$ cat src/rtl/beep_pkg.sv
package beep_pkg;
  typedef enum logic [1:0] {
    ST_IDLE = 2'd0,
    ST_ON   = 2'd1,
    ST_GAP  = 2'd2,
    ST_GGAP = 2'd3
  } beep_st_e;
endpackage

$ cat src/rtl/beep_timer.sv
module beep_timer #(
  parameter int CNT_W = 4
) (
  input  logic             clk,
  input  logic             rst_n,
  input  logic             load_i,
  input  logic [CNT_W-1:0] load_val_i,
  output logic             expired_o
);
  logic [CNT_W-1:0] cnt_q, cnt_d;
  logic             cnt_en;

  always_comb begin
    cnt_en = load_i || (cnt_q != '0);
    cnt_d  = load_i ? load_val_i : cnt_q - 1'b1;
  end

  always_ff @(posedge clk or negedge rst_n) begin
    if (!rst_n)      cnt_q <= '0;
    else if (cnt_en) cnt_q <= cnt_d;
  end

  assign expired_o = (cnt_q == '0);

  p_count_down_r4: assert property (@(posedge clk) disable iff (!rst_n)
    (!load_i && cnt_q != '0) |=> (cnt_q == $past(cnt_q) - 1'b1));
endmodule

$ cat src/rtl/beep_slicer.sv
module beep_slicer #(
  parameter int CODE_W = 8,
  parameter int GRP_W  = 2,
  localparam int NGRP  = CODE_W / GRP_W,
  localparam int GI_W  = (NGRP > 1) ? $clog2(NGRP) : 1
) (
  input  logic [CODE_W-1:0] code_i,
  input  logic [GI_W-1:0]   grp_i,
  input  logic [GRP_W-1:0]  beep_i,
  output logic              last_beep_o,
  output logic              last_grp_o
);
  logic [GRP_W-1:0] slice [NGRP];

  // slot 0 is the most significant slice, played first
  for (genvar g = 0; g < NGRP; g++) begin : g_slice
    assign slice[g] = code_i[CODE_W-1-g*GRP_W -: GRP_W];
  end

  assign last_beep_o = (beep_i == slice[grp_i]);
  assign last_grp_o  = (grp_i == GI_W'(NGRP - 1));
endmodule

$ cat src/rtl/beep_seq.sv
module beep_seq #(
  parameter int CODE_W      = 8,
  parameter int GRP_W       = 2,
  parameter int ON_CYC      = 2,
  parameter int GAP_CYC     = 2,
  parameter int GRP_GAP_CYC = 5
) (
  input  logic              clk,
  input  logic              rst_n,
  input  logic              start_i,
  input  logic [CODE_W-1:0] code_i,
  output logic              spk_en_o,
  output logic              busy_o,
  output logic              done_o
);
  import beep_pkg::*;

  localparam int NGRP  = CODE_W / GRP_W;
  localparam int GI_W  = (NGRP > 1) ? $clog2(NGRP) : 1;
  localparam int MAXC  = (ON_CYC > GRP_GAP_CYC) ? ON_CYC : GRP_GAP_CYC;
  localparam int CNT_W = $clog2(MAXC + 1);

  beep_st_e          st_q, st_d;
  logic [CODE_W-1:0] code_q;
  logic              code_en;
  logic [GI_W-1:0]   grp_q, grp_d;
  logic [GRP_W-1:0]  bidx_q, bidx_d;
  logic              pos_en;
  logic              done_d;
  logic              tmr_load, tmr_exp;
  logic [CNT_W-1:0]  tmr_val;
  logic              last_beep, last_grp;

  beep_timer #(.CNT_W(CNT_W)) u_tmr (
    .clk(clk), .rst_n(rst_n), .load_i(tmr_load),
    .load_val_i(tmr_val), .expired_o(tmr_exp)
  );

  beep_slicer #(.CODE_W(CODE_W), .GRP_W(GRP_W)) u_slc (
    .code_i(code_q), .grp_i(grp_q), .beep_i(bidx_q),
    .last_beep_o(last_beep), .last_grp_o(last_grp)
  );

  always_comb begin
    st_d     = st_q;
    grp_d    = grp_q;
    bidx_d   = bidx_q;
    pos_en   = 1'b0;
    code_en  = 1'b0;
    done_d   = 1'b0;
    tmr_load = 1'b0;
    tmr_val  = CNT_W'(ON_CYC - 1);
    unique case (st_q)
      ST_IDLE: if (start_i) begin
        code_en  = 1'b1;
        pos_en   = 1'b1;
        grp_d    = '0;
        bidx_d   = '0;
        tmr_load = 1'b1;
        st_d     = ST_ON;
      end
      ST_ON: if (tmr_exp) begin
        tmr_load = 1'b1;
        pos_en   = 1'b1;
        if (!last_beep) begin
          bidx_d  = bidx_q + 1'b1;
          tmr_val = CNT_W'(GAP_CYC - 1);
          st_d    = ST_GAP;
        end else if (!last_grp) begin
          bidx_d  = '0;
          grp_d   = grp_q + 1'b1;
          tmr_val = CNT_W'(GRP_GAP_CYC - 1);
          st_d    = ST_GGAP;
        end else begin
          done_d  = 1'b1;
          st_d    = ST_IDLE;
        end
      end
      ST_GAP, ST_GGAP: if (tmr_exp) begin
        tmr_load = 1'b1;
        st_d     = ST_ON;
      end
      default: st_d = ST_IDLE;
    endcase
  end

  always_ff @(posedge clk or negedge rst_n) begin
    if (!rst_n) begin
      st_q   <= ST_IDLE;
      done_o <= 1'b0;
    end else begin
      st_q   <= st_d;
      done_o <= done_d;
    end
  end

  always_ff @(posedge clk or negedge rst_n) begin
    if (!rst_n)       code_q <= '0;
    else if (code_en) code_q <= code_i;
  end

  always_ff @(posedge clk or negedge rst_n) begin
    if (!rst_n) begin
      grp_q  <= '0;
      bidx_q <= '0;
    end else if (pos_en) begin
      grp_q  <= grp_d;
      bidx_q <= bidx_d;
    end
  end

  assign spk_en_o = (st_q == ST_ON);
  assign busy_o   = (st_q != ST_IDLE);

  initial begin
    p_gap_order_r6: assert (GRP_GAP_CYC > GAP_CYC && GAP_CYC >= 1 && ON_CYC >= 1);
  end

  // run-length counter for the beep-width checks
  logic [CNT_W:0] on_run;
  always_ff @(posedge clk or negedge rst_n) begin
    if (!rst_n)        on_run <= '0;
    else if (spk_en_o) on_run <= on_run + 1'b1;
    else               on_run <= '0;
  end

  p_beep_max_r4: assert property (@(posedge clk) disable iff (!rst_n)
    spk_en_o |-> (on_run < (CNT_W+1)'(ON_CYC)));
  p_beep_full_r4: assert property (@(posedge clk) disable iff (!rst_n)
    $fell(spk_en_o) |-> (on_run == (CNT_W+1)'(ON_CYC)));
  p_start_busy_r1: assert property (@(posedge clk) disable iff (!rst_n)
    (!busy_o && start_i) |=> (busy_o && spk_en_o));
  p_ignore_start_r8: assert property (@(posedge clk) disable iff (!rst_n)
    (busy_o && start_i) |=> $stable(code_q));
  p_done_single_r7: assert property (@(posedge clk) disable iff (!rst_n)
    done_o |=> !done_o);
  p_done_quiet_r7: assert property (@(posedge clk) disable iff (!rst_n)
    done_o |-> (!busy_o && !spk_en_o && $past(spk_en_o)));
endmodule

$ cat config.mk
export PLATFORM = sky130hd
export DESIGN_NAME = beep_seq
export DESIGN_NICKNAME = d
export VERILOG_FILES = /design/src/rtl/beep_pkg.sv /design/src/rtl/beep_timer.sv /design/src/rtl/beep_slicer.sv /design/src/rtl/beep_seq.sv
export SDC_FILE = /design/constraint.sdc
export NUM_CORES = 1
export LEC_CHECK = 0
export BUFFER_PORTS_ARGS = -buffer_cell sky130_fd_sc_hd__buf_2
export CAP_MARGIN = 15
export CORE_MARGIN = 4
export CORE_UTILIZATION = 59
export DETAILED_ROUTE_END_ITERATION = 16
export HOLD_SLACK_MARGIN = 0.15
export PLACE_DENSITY_LB_ADDON = 0.12
export SLEW_MARGIN = 30
export SYNTH_ARGS = -nofsm -noshare
export SYNTH_HDL_FRONTEND = slang
export SYNTH_HIERARCHICAL = 1
export SYNTH_SLANG_ARGS = --single-unit
$ cat constraint.sdc
create_clock -name clk -period 5.7 [get_ports clk]
set_input_delay 0.285 -clock clk [delete_from_list [all_inputs] [get_ports clk]]
set_output_delay 0.285 -clock clk [all_outputs]
set_load 0.05 [all_outputs]
Word level (Yosys, flattened, before mapping)
Index checks and enable logic that the tools add are counted.
{"block": "classes", "add_sub_neg": 3, "n_lt_le_gt_ge": 1, "eq_ne": 11, "mux": 32, "bitwise": 1, "n_reduce_logical": 11}
{"op": "2-bit 2-to-1 mux", "count": 14}
{"op": "3-bit 2-to-1 mux", "count": 5}
{"op": "2-bit one-hot mux with 2 select lines", "count": 2}
{"op": "1-bit 2-to-1 mux", "count": 7}
{"op": "2-bit equality test, second input constant", "count": 3}
{"op": "2-bit != test, second input constant", "count": 3}
{"op": "2-bit one-hot mux with 3 select lines", "count": 1}
{"op": "6-bit AND reduction", "count": 1}
{"op": "5-bit AND reduction", "count": 1}
{"op": "2-bit by 1-bit adder with 2-bit output, second input constant", "count": 2}
{"op": "2-bit binary-select mux with 2-bit select", "count": 1}
{"op": "2-bit by 1-bit != test with 1-bit output, second input constant", "count": 2}
{"op": "1-bit one-hot mux with 2 select lines", "count": 2}
{"op": "2-bit nonzero test", "count": 2}
{"op": "3-bit >= comparator, second input constant", "count": 1}
{"op": "3-bit logical NOT", "count": 1}
{"op": "3-bit != test, second input constant", "count": 1}
{"op": "2-bit inverter with 3-bit output", "count": 1}
{"op": "3-bit AND reduction", "count": 1}
{"op": "3-bit nonzero test", "count": 1}
{"op": "3-bit OR reduction", "count": 1}
{"op": "3-bit by 1-bit subtractor with 3-bit output, second input constant", "count": 1}
{"op": "2-bit by 1-bit equality test with 1-bit output, second input constant", "count": 1}
{"op": "2-bit equality test", "count": 1}
{"op": "3 further kinds", "count": 3}
{"block": "totals", "ff_bits": 18, "inputBits": 11, "output_inout_bits": 3, "word_cells": 65}

Longest topological paths before layout
Gate-level depths: netlist (run 1).
{"block": "logic_depth", "word_depth": 9, "mapped_depth": 10, "mapped_depth_nobuf": 9}

Hierarchy
Netlist (run 1), hierarchy kept.
{"mod": "beep_seq", "instances": 1, "cells_each": 82, "area_per_inst_um2": 733.2}
{"mod": "beep_timer", "instances": 1, "cells_each": 21, "area_per_inst_um2": 200.2}
{"mod": "beep_slicer", "instances": 1, "cells_each": 6, "area_per_inst_um2": 73.8}

Worst setup path after synthesis (run 1)
No wires, ideal clock.
{"block": "synth_path", "path_kind": "register to register", "from": "register grp_q[0]", "to": "register bidx_q[1]", "setup_time_ps": 131, "arrival_ps": 2058, "t_required_ps": 5569, "setup_slack_ps": 3510, "path_stages_with_launch": 8, "path_buffers": 0, "path_cell_list": "dfrtp_1 mux4_2 xor2_1 nor2_1 nand2_1 a31oi_1 nor3_1 or3_1"}
{"block": "synth_via", "elab_chain_cells": 8, "elab_cells_between_ends": 11, "cone_classes": "eq/ne (3); mux (6); bitwise (1); reduce/logical (1)"}
{"item": "start: declaration", "line_no": "beep_seq.sv:26", "text": "logic [GI_W-1:0] grp_q, grp_d;"}
{"item": "start signal: assignment", "line_no": "beep_seq.sv:107", "text": "grp_q <= grp_d;"}
{"item": "2-bit inverter with 3-bit output (not written as such) (*)", "line_no": "beep_slicer.sv:20", "text": "assign last_beep_o = (beep_i == slice[grp_i]);"}
{"item": "2-bit binary-select mux with 2-bit select (*)", "line_no": "beep_slicer.sv:20"}
{"item": "2-bit 2-to-1 mux (not written as such) (*) (2 in a row)", "line_no": "beep_slicer.sv:20"}
{"item": "2-bit equality test (*)", "line_no": "beep_slicer.sv:20"}
{"item": "via last_beep", "line_no": "beep_seq.sv:32", "text": "logic last_beep, last_grp;"}
{"item": "2-bit 2-to-1 mux", "line_no": "beep_seq.sv:65", "text": "if (!last_beep) begin"}
{"item": "2-bit 2-to-1 mux", "line_no": "beep_seq.sv:62", "text": "ST_ON: if (tmr_exp) begin"}
{"item": "2-bit one-hot mux with 2 select lines", "line_no": "beep_seq.sv:53", "text": "unique case (st_q)"}
{"item": "end signal: assignment", "line_no": "beep_seq.sv:108", "text": "bidx_q <= bidx_d;"}
{"item": "end: declaration", "line_no": "beep_seq.sv:27", "text": "logic [GRP_W-1:0] bidx_q, bidx_d;"}
The timed path passes the listed nets; every way through them passes the cells marked *. The select of a mux whose other input is x is not followed.
A chain may end at the register's enable or synchronous reset.

Final worst setup path (run 1)
Same ends and word-level chain as after synthesis.

==> out/results.env, run 1 <==
PEAKVDDDROP_uV=265
POST-DP-HPWL_UM=1350
SYN2LAYOUT_AREA_GROWTH_PCT=11.9
SYNTHESIS.AREA_PER_INSTANCE_SQ_UM=9.24
COUNT_OF_PINS_ON_THE_BLOCK_BOUNDARY=14
HOLD_PATH_END='code_q[1]$_DFFE_PN0P_'
BUFFERS_ON_PORTS=13
SETUP.WORST_PATH.END_CLASS='flop'
WORSTSETUPPATHTYPE='reg -> reg'
HOLDCRITPATHCLASS='in -> reg'
HOLD_VIOLATIONS=0
DIE_WIDTH_UM=49.3
POST_DRT_WL_PER_CELL_UM=13.4
NUMPLACEDINSTANCES=135
GRT_MAX_DEGREE=19
SYNTH-SEQ-CELLS=18
SYNTH_CELLS=109
HOLDCRITSTARTPOINT='code_i[1]'
CTS-BUFFERS-INSERTED=3
FINALCLOCKSKEW_NS=0.00225
ROOT_BUFFER='sky130_fd_sc_hd__clkbuf_4'
CORE_AREA_SQ_UM=1560
CTS.HOLD.BUFFERS_ADDED=1
HTREE_NUM_LEVELS=1
DETAIL_ROUTE.FIRST_PASS.ITERATIONS=4
ASYNC_RESET_FF_SHARE_PCT=100
CLOCK_LATENCY_OF_THE_LATER_CLOCKED_REGISTER_IN_THE_WORST_SKEW_PAIR_NS=0.30
DESIGN.FINAL.NETS=139
FINAL.HOLD.WORST_SLACK_NS=0.166
POST-CTS-SETUP-BUFFER-COUNT=0
UTILIZATION_PCT=72.3
ROUTABILITYCONGESTION=0.864
GR-USAGE-ALL-LAYERS_PCT=18.7
SETUP_TNS_NS=0
STATUS='finished, final reports clean'
ANTENNA_CELLS=0
MOSTFREQUENTLAYOUTCELL='sky130_fd_sc_hd__nand2_1'
WORSTREG2REGEND='bidx_q[1]$_DFFE_PN0P_'
LAYOUT_COMMON_CELLS='sky130_fd_sc_hd__nand2_1 (28), sky130_fd_sc_hd__dfrtp_1 (18), sky130_fd_sc_hd__buf_2 (13)'
ROUTE.DETAILED.DRC=0
SYN_NETS=122
REG2REG_SLACK_NS=3.26
DIE_AREA_SQ_UM=2430
FMAXACHIEVABLE_GHz=0.410
WIRELENGTH_UM=1890
CTS_BUFFER_DEPTH=2
VIAS=805
FLOORPLAN.INITIALDENSITY_PCT=64.6
GLOBALROUTE.TOTALOVERFLOW=0
FINAL_LAYOUT_SIZE_SUFFIX_GT1_SHARE_PCT=18.4
LAYOUT_WORST_PATH_CYCLE_SHARE_PCT=42.8
FINALNONFILLERCELLS=141
R2R_CELLS=7
SYNTH.CELL_AREA_SQ_UM=1010
ANTENNA_FOUND_INITIAL=0
TIMING.CRITICAL_PATH.REQUIRED_NS=5.89
P_LEAK_uW=0.000553
HOLD_PATH_DEPTH=3
VIAS_PER_CELL=5.71
ANTENNA_VIOLATING_NETS_REMAINING=0
CTS_SINKS=18
WORSTREG2REGSTART='grp_q[0]$_DFFE_PN0P_'
CTS_TREE='yes'
CTS_RESIZED=0
SETUP-VIOLATIONS-FINAL=0
GRT_FIRST_PASS_WIRELENGTH_UM=3450
LAYOUT.FILLER_CELLS=112
DRT_ITER0_DRCS=25
SYNTH_CELL_TYPE_COUNT=34
SYNTH_SEQ_AREA_SHARE_PCT=44.7
YS_FLOP_TYPE='sky130_fd_sc_hd__dfrtp_1'
GRT_PASS1_VIAS=773
SETUP_REPAIR_AFTER_GLOBAL_ROUTING_MISSED_ITS_MARGIN='false'
CRITPATHLAUNCHTYPE='flop'
CRITICAL_PATH_PEAK_FANOUT=7
POST_SYNTH_EDFFS=0
YOSYS_WARNINGS=6
MAX_CAP_VIOLATIONS=0
PWRDENS_nW_PER_UM2=568
CTS.REPORTEDPATHS.CLKPINSLEW_NS=0.11
TIMING.CRITICAL_PATH.ARRIVAL_NS=2.63
FINAL_PERIOD_MINUS_WORST_SETUP_SLACK_NS=2.44
STD_CELL_ROWS=14
DIE_HEIGHT_UM=49.3
TIMING.FINAL.MAX_SLEW_VIOLATIONS=0
## state kept, by name, indices dropped and copies added (netlist names)
signal and flops:
code_q 8, u_tmr/cnt_q 3, bidx_q 2, grp_q 2
st_q 2, done_o 1
## cells in the mapped netlist, drive strengths merged (2+ instances only)
library cell	n	share of area [%]
a31oi	2	1.2
buf	3	2.1
dfrtp	18	45
ha	2	2.5
inv	9	3.4
mux4	2	4.5
nand2	28	10
nand2b	3	1.9
nand3	4	2.0
nor2	6	2.2
nor2b	4	2.5
nor3	3	1.5
nor4b	3	2.6
o21ai	3	1.5
xor2	2	1.7
## area by class of cell
| cell class | count | area [sq um] | area share, % |
|---|---|---|---|
| flip-flops and latches | 18 | 450 | 40.0 |
| multi-input cells | 79 | 502 | 44.5 |
| inverters | 9 | 33.8 | 3.00 |
| well taps | 16 | 20.0 | 1.78 |
| repair buffers | 15 | 85.1 | 7.55 |
| clock buffers | 4 | 36.3 | 3.22 |
## critical path, stage by stage (launching register included)
cell	delay [ns]
sky130_fd_sc_hd__dfrtp_1	0.49
sky130_fd_sc_hd__mux4_2	0.55
sky130_fd_sc_hd__xor2_1	0.16
sky130_fd_sc_hd__nor2_1	0.34
sky130_fd_sc_hd__nand2_1	0.17
sky130_fd_sc_hd__a31oi_1	0.25
sky130_fd_sc_hd__nor3_1	0.08
sky130_fd_sc_hd__or3_1	0.31
## how the worst max path moves through the flow
| stage | startpoint | to | slack, ns | cells after the start |
|---|---|---|---|---|
| after global placement | grp_q[0]$_DFFE_PN0P_ | bidx_q[1]$_DFFE_PN0P_ | 3.38 | 7 |
| after detailed placement | grp_q[0]$_DFFE_PN0P_ | bidx_q[1]$_DFFE_PN0P_ | 3.28 | 7 |
| after global routing | grp_q[0]$_DFFE_PN0P_ | grp_q[1]$_DFFE_PN0P_ | 3.07 | 8 |
| after floorplan | grp_q[0]$_DFFE_PN0P_ | bidx_q[1]$_DFFE_PN0P_ | 3.51 | 7 |
| after CTS | grp_q[0]$_DFFE_PN0P_ | bidx_q[1]$_DFFE_PN0P_ | 3.27 | 7 |
| final | grp_q[0]$_DFFE_PN0P_ | bidx_q[1]$_DFFE_PN0P_ | 3.26 | 7 |
## through the flow
step / cell area (sq um) / power, uW / setup slack, ns
floorplan: 1010 / 500 / 3.51
global placement: 1070 / 545 / 3.38
detailed placement: 1070 / 558 / 3.28
CTS: 1120 / 638 / 3.27
global route: 1130 / 701 / 3.07
finish: 1130 / 640 / 3.26
## layer usage
layer / routed length, um / up-vias / global-route usage [%] / part of all wire (%)
met5: 0 / - / 0 / 0
met4: 46 / 0 / 10.4 / 2.4
met3: 88 / 5 / 5.20 / 4.7
met2: 876 / 25 / 28.1 / 46
met1: 878 / 373 / 24.0 / 46
li1: - / 402 / - / -
## report_power, final
group,total [uW],internal (uW),switching (uW)
Clock,81.0,39.0,42.1
Sequential,253,186,67.4
Combinational,306,132,174
## cell families (layout without fill, tap and decap cells)
logic type	Yosys count	after routing	share of synthesized area, %
xor+xnor	2	2	1.74
mux	3	3	5.47
compound gates	14	14	10.8
simple gates	57	57	28.9
other cells	1	1	0.372
fa+ha+maj	2	2	2.48
buf+inv	12	28	5.47
flops	18	18	44.7
Power figures use the tool's default switching activity.
==> run 2: changes to the inputs <==
Settings changed: ABC_AREA set to 1, CORE_UTILIZATION 59 to 56.
Clock period 5.7 ns to 2.4 ns, I/O delays scaled along.
==> out/results.env, run 2 <==
POWER_REPORT.INTERNAL_TOTAL_uW=811  # +130%
FINALCLOCKSKEW_NS=0.00625  # +0.00400 ns
SYNTH_TOP_AREA_CELL='sky130_fd_sc_hd__dfrtp_1'
WORSTSETUPSTARTPOINT='u_tmr/cnt_q[0]$_DFFE_PN0P_'
GR-USAGE-ALL-LAYERS_PCT=22.9  # +4.2 points
LAYOUT.FILLER_CELLS=166  # +48%
CRITICAL_PATH_BUF_INV_COUNT=3  # +3
SYNTH_TOP_AREA_SHARE_PCT=41.8  # -2.9 points
ANTENNA_VIOLATING_NETS_REMAINING=0  # unchanged
MUXSHAREOFSYNTHAREA_PCT=0  # -5.5 points
GRT_MAX_DEGREE=19  # unchanged
POST_SYNTH_EDFFS=0  # unchanged
COMBPWRFRAC_PCT=54.3  # +6.6 points
WORSTREG2REGEND='u_tmr/cnt_q[1]$_DFFE_PN0P_'
REG.LARGEST.LIST='code_q (8), u_tmr/cnt_q (3)'
REG2REG_SLACK_NS=0.46  # -2.80 ns
AREA_OCCUPIED_BY_MULTI_INPUT_GATES_SQ_UM=520  # +3.7%
FINAL_PERIOD_MINUS_WORST_SETUP_SLACK_NS=1.94  # -0.499 ns
SYNTH.TOP_CELLS.BY_AREA='sky130_fd_sc_hd__dfrtp_1 (42%), sky130_fd_sc_hd__nand2_1 (25%), sky130_fd_sc_hd__nand3_1 (8.4%)'
LAYOUT_WORST_PATH_CYCLE_SHARE_PCT=80.9  # +38 points
CTS.REPORTEDPATHS.CLKPINSLEW_NS=0.11  # about the same
CTS_SINKS=18  # unchanged
TIMING.CRITICAL_PATH.REQUIRED_NS=2.61  # -3.28 ns
SYNTHESIS.AREA_PER_INSTANCE_SQ_UM=6.78  # -27%
PATH_CELLS='inv_1 -> ha_1 -> inv_1 -> nor2_2 -> inv_1 -> o21ai_1 -> o21ai_0 -> nand2_1 -> nand2_1'
POST-DP-HPWL_UM=1660  # +23%
R2R_CELLS=9  # +2
CRITICAL_PATH_DEPTH=9  # +2
SYNTH_FA_HA_AREA_SHARE_PCT=2.32  # -0.16 points
PEAKVDDDROP_uV=1000  # +280%
DRT_ITER0_DRCS=17  # -32%
CPMOSTUSEDCELL='sky130_fd_sc_hd__inv_1'
SYNTH-SEQ-CELLS=18  # unchanged
MAX_CAP_VIOLATIONS=0  # unchanged
SHARE_SEQ_OF_TOTAL_POWER_PCT=33.7  # -5.9 points
FINAL.HOLD.WORST_SLACK_NS=0.174  # +0.00826 ns
SETUP.WORST_PATH.END_CLASS='flop'
ANTENNA_FOUND_INITIAL=0  # unchanged
TIMING.CRITICAL_PATH.SLOWEST_CELL_DELAY_NS=0.48  # -0.07 ns
NUMPLACEDINSTANCES=195  # +44%
LAYOUT_COMMON_CELLS='sky130_fd_sc_hd__nand2_1 (71), sky130_fd_sc_hd__inv_1 (20), sky130_fd_sc_hd__nand3_1 (18), sky130_fd_sc_hd__dfrtp_1 (18), sky130_fd_sc_hd__buf_2 (13)'
NUMBER_OF_FLIP_FLOPS_UNDER_THE_LARGEST_REGISTER_NAME=8  # unchanged
TIMING.CRITICAL_PATH.ARRIVAL_NS=2.15  # -0.48 ns
POWER_FRAC_CLOCK_PCT=12.0  # -0.7 points
SYNTH_TOP_CELLS_BY_COUNT='sky130_fd_sc_hd__nand2_1 (71), sky130_fd_sc_hd__inv_1 (20), sky130_fd_sc_hd__dfrtp_1 (18), sky130_fd_sc_hd__nand3_1 (18), sky130_fd_sc_hd__nor2_1 (9)'
VIAS=1034  # +28%
WORSTSETUPPATHTYPE='reg -> reg'
SYNTH-SIMPLE-AREA-SHARE_PCT=41.7  # +13 points
SYNTH_CELL_TYPE_COUNT=21  # -38%
POWER.NET_SWITCHING_uW=797  # +180%
STATUS='finished, final reports clean'
SYNTH_SEQ_AREA_SHARE_PCT=41.8  # -2.9 points
P_LEAK_uW=0.000727  # +31%
HOLDCRITPATHCLASS='in -> reg'
FINAL_LAYOUT_SIZE_SUFFIX_GT1_SHARE_PCT=15.3  # -3.1 points
SYN_NETS=172  # +41%
SYNTHMOSTINSTANTIATEDCELL='sky130_fd_sc_hd__nand2_1'
MAX_FLOP_REGISTER='code_q'
SYNTH_COMPOUND_GATE_AREA_SHARE_PCT=3.95  # -6.9 points
VIAS_PER_CELL=4.97  # -13%
ROUTABILITYCONGESTION=0.771  # -11%
ASYNC_RESET_FF_SHARE_PCT=100  # unchanged
CTS_BUFFER_DEPTH=2  # unchanged
SETUP-VIOLATIONS-FINAL=0  # unchanged
CRIT_PATH_END='u_tmr/cnt_q[1]$_DFFE_PN0P_'
TIMING.FINAL.MAX_SLEW_VIOLATIONS=0  # unchanged
ROOT_BUFFER='sky130_fd_sc_hd__clkbuf_4'
CRITICAL_PATH_PEAK_FANOUT=9  # +2
PWRDENS_nW_PER_UM2=1250  # +120%
BUFFERS_ON_PORTS=13  # unchanged
WIRELENGTH_UM=2390  # +26%
FMAXACHIEVABLE_GHz=0.515  # +26%
TIMING.CRITICAL_PATH.MAX_DELAY_FAMILY='compound AO/OA/AOI/OAI gates'
POST_DRT_WL_PER_CELL_UM=11.5  # -14%
COUNT_OF_PINS_ON_THE_BLOCK_BOUNDARY=14  # unchanged
GRT_PASS1_VIAS=1094  # +42%
SYNTH_CELLS=159  # +46%
SYNTH.CELL_AREA_SQ_UM=1080  # +7.0%
HTREE_NUM_LEVELS=1  # unchanged
STD_CELL_ROWS=15  # +1
SETUP_TNS_NS=0  # unchanged
WORSTREG2REGSTART='u_tmr/cnt_q[0]$_DFFE_PN0P_'
CLOCK_LATENCY_OF_THE_LATER_CLOCKED_REGISTER_IN_THE_WORST_SKEW_PAIR_NS=0.30  # about the same
CRITPATHLAUNCHTYPE='flop'
FINALNONFILLERCELLS=208  # +48%
YS_FLOP_TYPE='sky130_fd_sc_hd__dfrtp_1'
SETUP_REPAIR_AFTER_GLOBAL_ROUTING_MISSED_ITS_MARGIN='false'
YOSYS_WARNINGS=6  # unchanged
POST-CTS-SETUP-BUFFER-COUNT=0  # unchanged
DIE_HEIGHT_UM=51.9  # +5.2%
SYN2LAYOUT_AREA_GROWTH_PCT=19.2
DESIGN.FINAL.NETS=197  # +42%
CTS-BUFFERS-INSERTED=3  # unchanged
WORST-SLEW-PIN-TRANSITION_NS=0.556
DIE_AREA_SQ_UM=2690  # +11%
SWITCHING_SHARE_PCT=49.5  # +5.3 points
GRT_FIRST_PASS_WIRELENGTH_UM=4540  # +32%
GLOBALROUTE.TOTALOVERFLOW=0  # unchanged
SYNTH_TOP_FAMILY_BY_AREA='simple AND/OR/NAND/NOR gates'
SLOWEST_STAGE='sky130_fd_sc_hd__o21ai_1'
UTILIZATION_PCT=72.0  # -0.31 points
CTS_TREE='yes'
REGAREA_SQ_UM=450  # unchanged
TIGHTEST_SLEW_MARGIN_RELATIVE_TO_THE_LIMIT_PCT=62.7
HOLD_VIOLATIONS=0  # unchanged
MOSTFREQUENTLAYOUTCELL='sky130_fd_sc_hd__nand2_1'
SYNTHXORXNORAREAFRAC_PCT=0  # -1.7 points
ROUTE.DETAILED.DRC=0  # unchanged
ANTENNA_CELLS=0  # unchanged
DETAIL_ROUTE.FIRST_PASS.ITERATIONS=4  # unchanged
DIE_WIDTH_UM=51.9  # +5.2%
FLOORPLAN.INITIALDENSITY_PCT=60.4  # -4.2 points
CORE_AREA_SQ_UM=1780  # +14%
run 2: changes by cell type after synthesis, sizes merged, moves of 2 or more:
cell    previous run  this run
a31oi              2         0
nor2               6        11
xor2               2         0
nand2             28        74
nand2b             3         0
nor2b              4         0
nor4b              3         0
mux4               2         0
nand3              4        19
nor3               3         0
inv                9        24
run 2: area by class of cell:
cell class,count,share of cell area (%)
multi-input cells,115,40.5
flip-flops and latches,18,35.1
repair buffers,22,12.1
inverters,24,7.02
clock buffers,4,2.83
well taps,25,2.44
run 2: repair_timing:
item                                   in CTS  in global routing
hold buffers                                9                  0
gates resized for setup                     0                  0
endpoints found under the hold margin      26                  0
run 2: through the flow:
stage                     instance area [sq um]  total power [uW]  setup slack [ns]
final                                      1280              1610             0.458
after floorplan                            1080              1230             0.766
after global routing                       1280              1790             0.179
after detailed placement                   1160              1400             0.508
after global placement                     1160              1360             0.532
after CTS                                  1280              1600             0.485
run 2: worst min path at each step:
stage,slack (ns),to,startpoint,cells past startpoint
after global routing,0.19,code_q[4]$_DFFE_PN0P_,start_i,3
final,0.17,code_q[6]$_DFFE_PN0P_,start_i,3
after CTS,0.17,code_q[4]$_DFFE_PN0P_,start_i,3
after global placement,0.07,code_q[5]$_DFFE_PN0P_,rst_n,1
after detailed placement,0.07,code_q[1]$_DFFE_PN0P_,rst_n,1
after floorplan,-0.18,bidx_q[0]$_DFFE_PN0P_,rst_n,0
run 2: tightest hold or removal path: cells and delay by family:
family	cells	cell delay, ns
buffers and inverters	1	0.17
and+or+nand+nor	2	0.15
run 2: power by group through the flow:
stage	Combinational, uW	Clock (uW)	Sequential, uW
final	874	192	542
after global routing	1020	209	564
after CTS	866	195	541
after detailed placement	853	0	546
after global placement	819	0	542
after floorplan	713	0	515
run 2: routing by layer:
metal  track usage, %  part of all wire, %  vias to the layer above
li1                 -                    -                      529
met1             28.5                   46                      481
met2             38.7                   48                       19
met3             3.15                  3.9                        5
met4             10.9                  2.0                        0
met5                0                    0                        -
run 2: logic make-up after synthesis:
logic type,count (synthesis)
other,1
flip-flops,18
adder cells (fa/ha/maj),2
AO/OA/AOI/OAI,7
buffers and inverters,26
AND/OR/NAND/NOR,105
==> run 3: changes to the inputs <==
Settings changed: CORE_UTILIZATION 56 to 50.
Clock period 2.4 ns to 1.66 ns, I/O delays scaled along.
==> out/results.env, run 3 (synthesized netlist as in run 2, its figures left out) <==
ANTENNA_VIOLATING_NETS_REMAINING=0  # unchanged
STATUS='finished, final reports clean'
BUFFERS_ON_PORTS=13  # unchanged
PEAKVDDDROP_uV=1250  # +24%
TIMING.CRITICAL_PATH.MAX_DELAY_FAMILY='buffers and inverters'
FINAL_LAYOUT_SIZE_SUFFIX_GT1_SHARE_PCT=28.6  # +13 points
SYN2LAYOUT_AREA_GROWTH_PCT=41.6
CRITICAL_PATH_DEPTH=5  # -4
P_LEAK_uW=0.000807  # +11%
NUMBER_OF_FLIP_FLOPS_UNDER_THE_LARGEST_REGISTER_NAME=8  # unchanged
FLOORPLAN.INITIALDENSITY_PCT=53.8  # -6.6 points
DESIGN.FINAL.NETS=217  # +10%
VIAS_PER_CELL=4.93  # -0.82%
CRITPATHLAUNCHTYPE='flop'
POST_DRT_WL_PER_CELL_UM=12.2  # +6.2%
FINALCLOCKSKEW_NS=0.00975  # +0.00350 ns
CTS_TREE='yes'
COUNT_OF_PINS_ON_THE_BLOCK_BOUNDARY=14  # unchanged
DIE_HEIGHT_UM=54.4  # +4.9%
FMAXACHIEVABLE_GHz=0.625  # +21%
ANTENNA_CELLS=0  # unchanged
DRT_ITER0_DRCS=22  # +5
REG.LARGEST.LIST='code_q (8), u_tmr/cnt_q (3)'
CTS_BUFFER_DEPTH=2  # unchanged
DIE_WIDTH_UM=54.4  # +4.9%
GR-USAGE-ALL-LAYERS_PCT=21.7  # -1.2 points
ANTENNA_FOUND_INITIAL=0  # unchanged
CTS_SINKS=18  # unchanged
GRT_PASS1_VIAS=1044  # -4.6%
ROOT_BUFFER='sky130_fd_sc_hd__clkbuf_4'
POST-DP-HPWL_UM=1720  # +3.5%
FINAL.HOLD.WORST_SLACK_NS=0.227  # +0.0534 ns
DETAIL_ROUTE.FIRST_PASS.ITERATIONS=4  # unchanged
MAX_CAP_VIOLATIONS=0  # unchanged
CRITICAL_PATH_BUF_INV_COUNT=2  # -1
CTS.REPORTEDPATHS.CLKPINSLEW_NS=0.11  # about the same
SETUP_TNS_NS=0  # unchanged
LAYOUT.CELL_AREA.NON_FILLER_SQ_UM=1530  # +19%
FINALNONFILLERCELLS=230  # +11%
PATH_CELLS='nor2_4 -> buf_6 -> nand3_1 -> dlygate4sd3_1 -> nand2_1'
HOLDCRITPATHCLASS='in -> async'
DIE_AREA_SQ_UM=2960  # +10%
HOLD_VIOLATIONS=0  # unchanged
MOSTFREQUENTLAYOUTCELL='sky130_fd_sc_hd__nand2_1'
LAYOUT_COMMON_CELLS='sky130_fd_sc_hd__nand2_1 (66), sky130_fd_sc_hd__dlygate4sd3_1 (17), sky130_fd_sc_hd__inv_1 (16), sky130_fd_sc_hd__dfrtp_1 (16), sky130_fd_sc_hd__nand3_1 (15)'
WIRELENGTH_UM=2810  # +17%
SLOWEST_STAGE='sky130_fd_sc_hd__dlygate4sd3_1'
LAYOUT_WORST_PATH_CYCLE_SHARE_PCT=96.4  # +15 points
FINAL_PERIOD_MINUS_WORST_SETUP_SLACK_NS=1.60  # -0.342 ns
TIMING.CRITICAL_PATH.REQUIRED_NS=1.90  # -0.71 ns
VIAS=1134  # +9.7%
GRT_FIRST_PASS_WIRELENGTH_UM=4570  # +0.59%
TIMING.CRITICAL_PATH.SLOWEST_CELL_DELAY_NS=0.59  # +0.11 ns
TIMING.CRITICAL_PATH.ARRIVAL_NS=1.84  # -0.31 ns
ROUTE.DETAILED.DRC=0  # unchanged
R2R_CELLS=5  # -4
SETUP-VIOLATIONS-FINAL=0  # unchanged
CRITICAL_PATH_PEAK_FANOUT=10  # +1
LAYOUT.FILLER_CELLS=156  # -6.0%
HTREE_NUM_LEVELS=1  # unchanged
WORSTSETUPPATHTYPE='reg -> reg'
SETUP.WORST_PATH.END_CLASS='flop'
NUMPLACEDINSTANCES=203  # +4.1%
TIMING.FINAL.MAX_SLEW_VIOLATIONS=0  # unchanged
ROUTABILITYCONGESTION=0.756  # -1.9%
STD_CELL_ROWS=16  # +1
GLOBALROUTE.TOTALOVERFLOW=0  # unchanged
GRT_MAX_DEGREE=19  # unchanged
MAX_FLOP_REGISTER='code_q'
CTS-BUFFERS-INSERTED=3  # unchanged
PLACED_CELL_AREA_SQ_UM=1200  # +4.1%
PWRDENS_nW_PER_UM2=1830  # +46%
CLOCK_LATENCY_OF_THE_LATER_CLOCKED_REGISTER_IN_THE_WORST_SKEW_PAIR_NS=0.30  # about the same
CORE_AREA_SQ_UM=2000  # +12%
## run 3: worst register-to-register path, cell delays in order, from the launching register on
cell,delay [ns]
sky130_fd_sc_hd__dfrtp_1,0.44
sky130_fd_sc_hd__nor2_4,0.19
sky130_fd_sc_hd__buf_6,0.16
sky130_fd_sc_hd__nand3_1,0.08
sky130_fd_sc_hd__dlygate4sd3_1,0.59
sky130_fd_sc_hd__nand2_1,0.07
## run 3: metal layers
metal / part of all wire (%) / vias to the layer above / GRT usage [%]
met3: 4.1 / 4 / 2.72
met5: 0 / - / 0
li1: - / 572 / -
met1: 43 / 532 / 26.7
met2: 51 / 26 / 37.3
met4: 1.4 / 0 / 10.8
## run 3: cell type report
class                           instances  area [sq um]  share of cell area, %
Inverter                               24          92.6                   6.07
Multi-Input combinational cell        115           579                   38.0
Clock buffer                            4          36.3                   2.38
Timing Repair Buffer                   42           330                   21.7
Tap cell                               27          33.8                   2.21
Sequential cell                        18           453                   29.7
## run 3: power by group
part           switching (uW)  internal, uW
sequential                171           625
combinational            1010           699
clock                     144           134
total                    1330          1460
## run 3: repair_timing
item                       4_1_cts  5_1_grt
setup buffers                    0        5
hold buffers                    17        0
resized for setup                0       25
setup endpoints to repair        0       17
hold endpoints to repair        26        0
## run 3: worst paths after layout
check | from | slack, ns | to
worst max register to register | st_q[1]$_DFFE_PN0P_ | 0.06 | code_q[4]$_DFFE_PN0P_
max in group asynchronous | rst_n | 1.11 | grp_q[0]$_DFFE_PN0P_
worst min register to register | code_q[4]$_DFFE_PN0P_ | 0.49 | code_q[4]$_DFFE_PN0P_
worst min-delay path | rst_n | 0.23 | done_o$_DFF_PN0_
worst max-delay path | st_q[1]$_DFFE_PN0P_ | 0.06 | code_q[4]$_DFFE_PN0P_
min in group clk | start_i | 0.27 | code_q[1]$_DFFE_PN0P_
## run 3: metrics by stage
stage | utilization, % | total power (uW) | worst slack, ns
detailed placement | 60.2 | 2130 | 0.0437
CTS | 70.5 | 2470 | 0.0239
global placement | 60.2 | 2090 | 0.0397
finish | 76.2 | 2780 | 0.0600
floorplan | - | 1780 | 0.0263
global route | 76.2 | 3040 | -0.0513
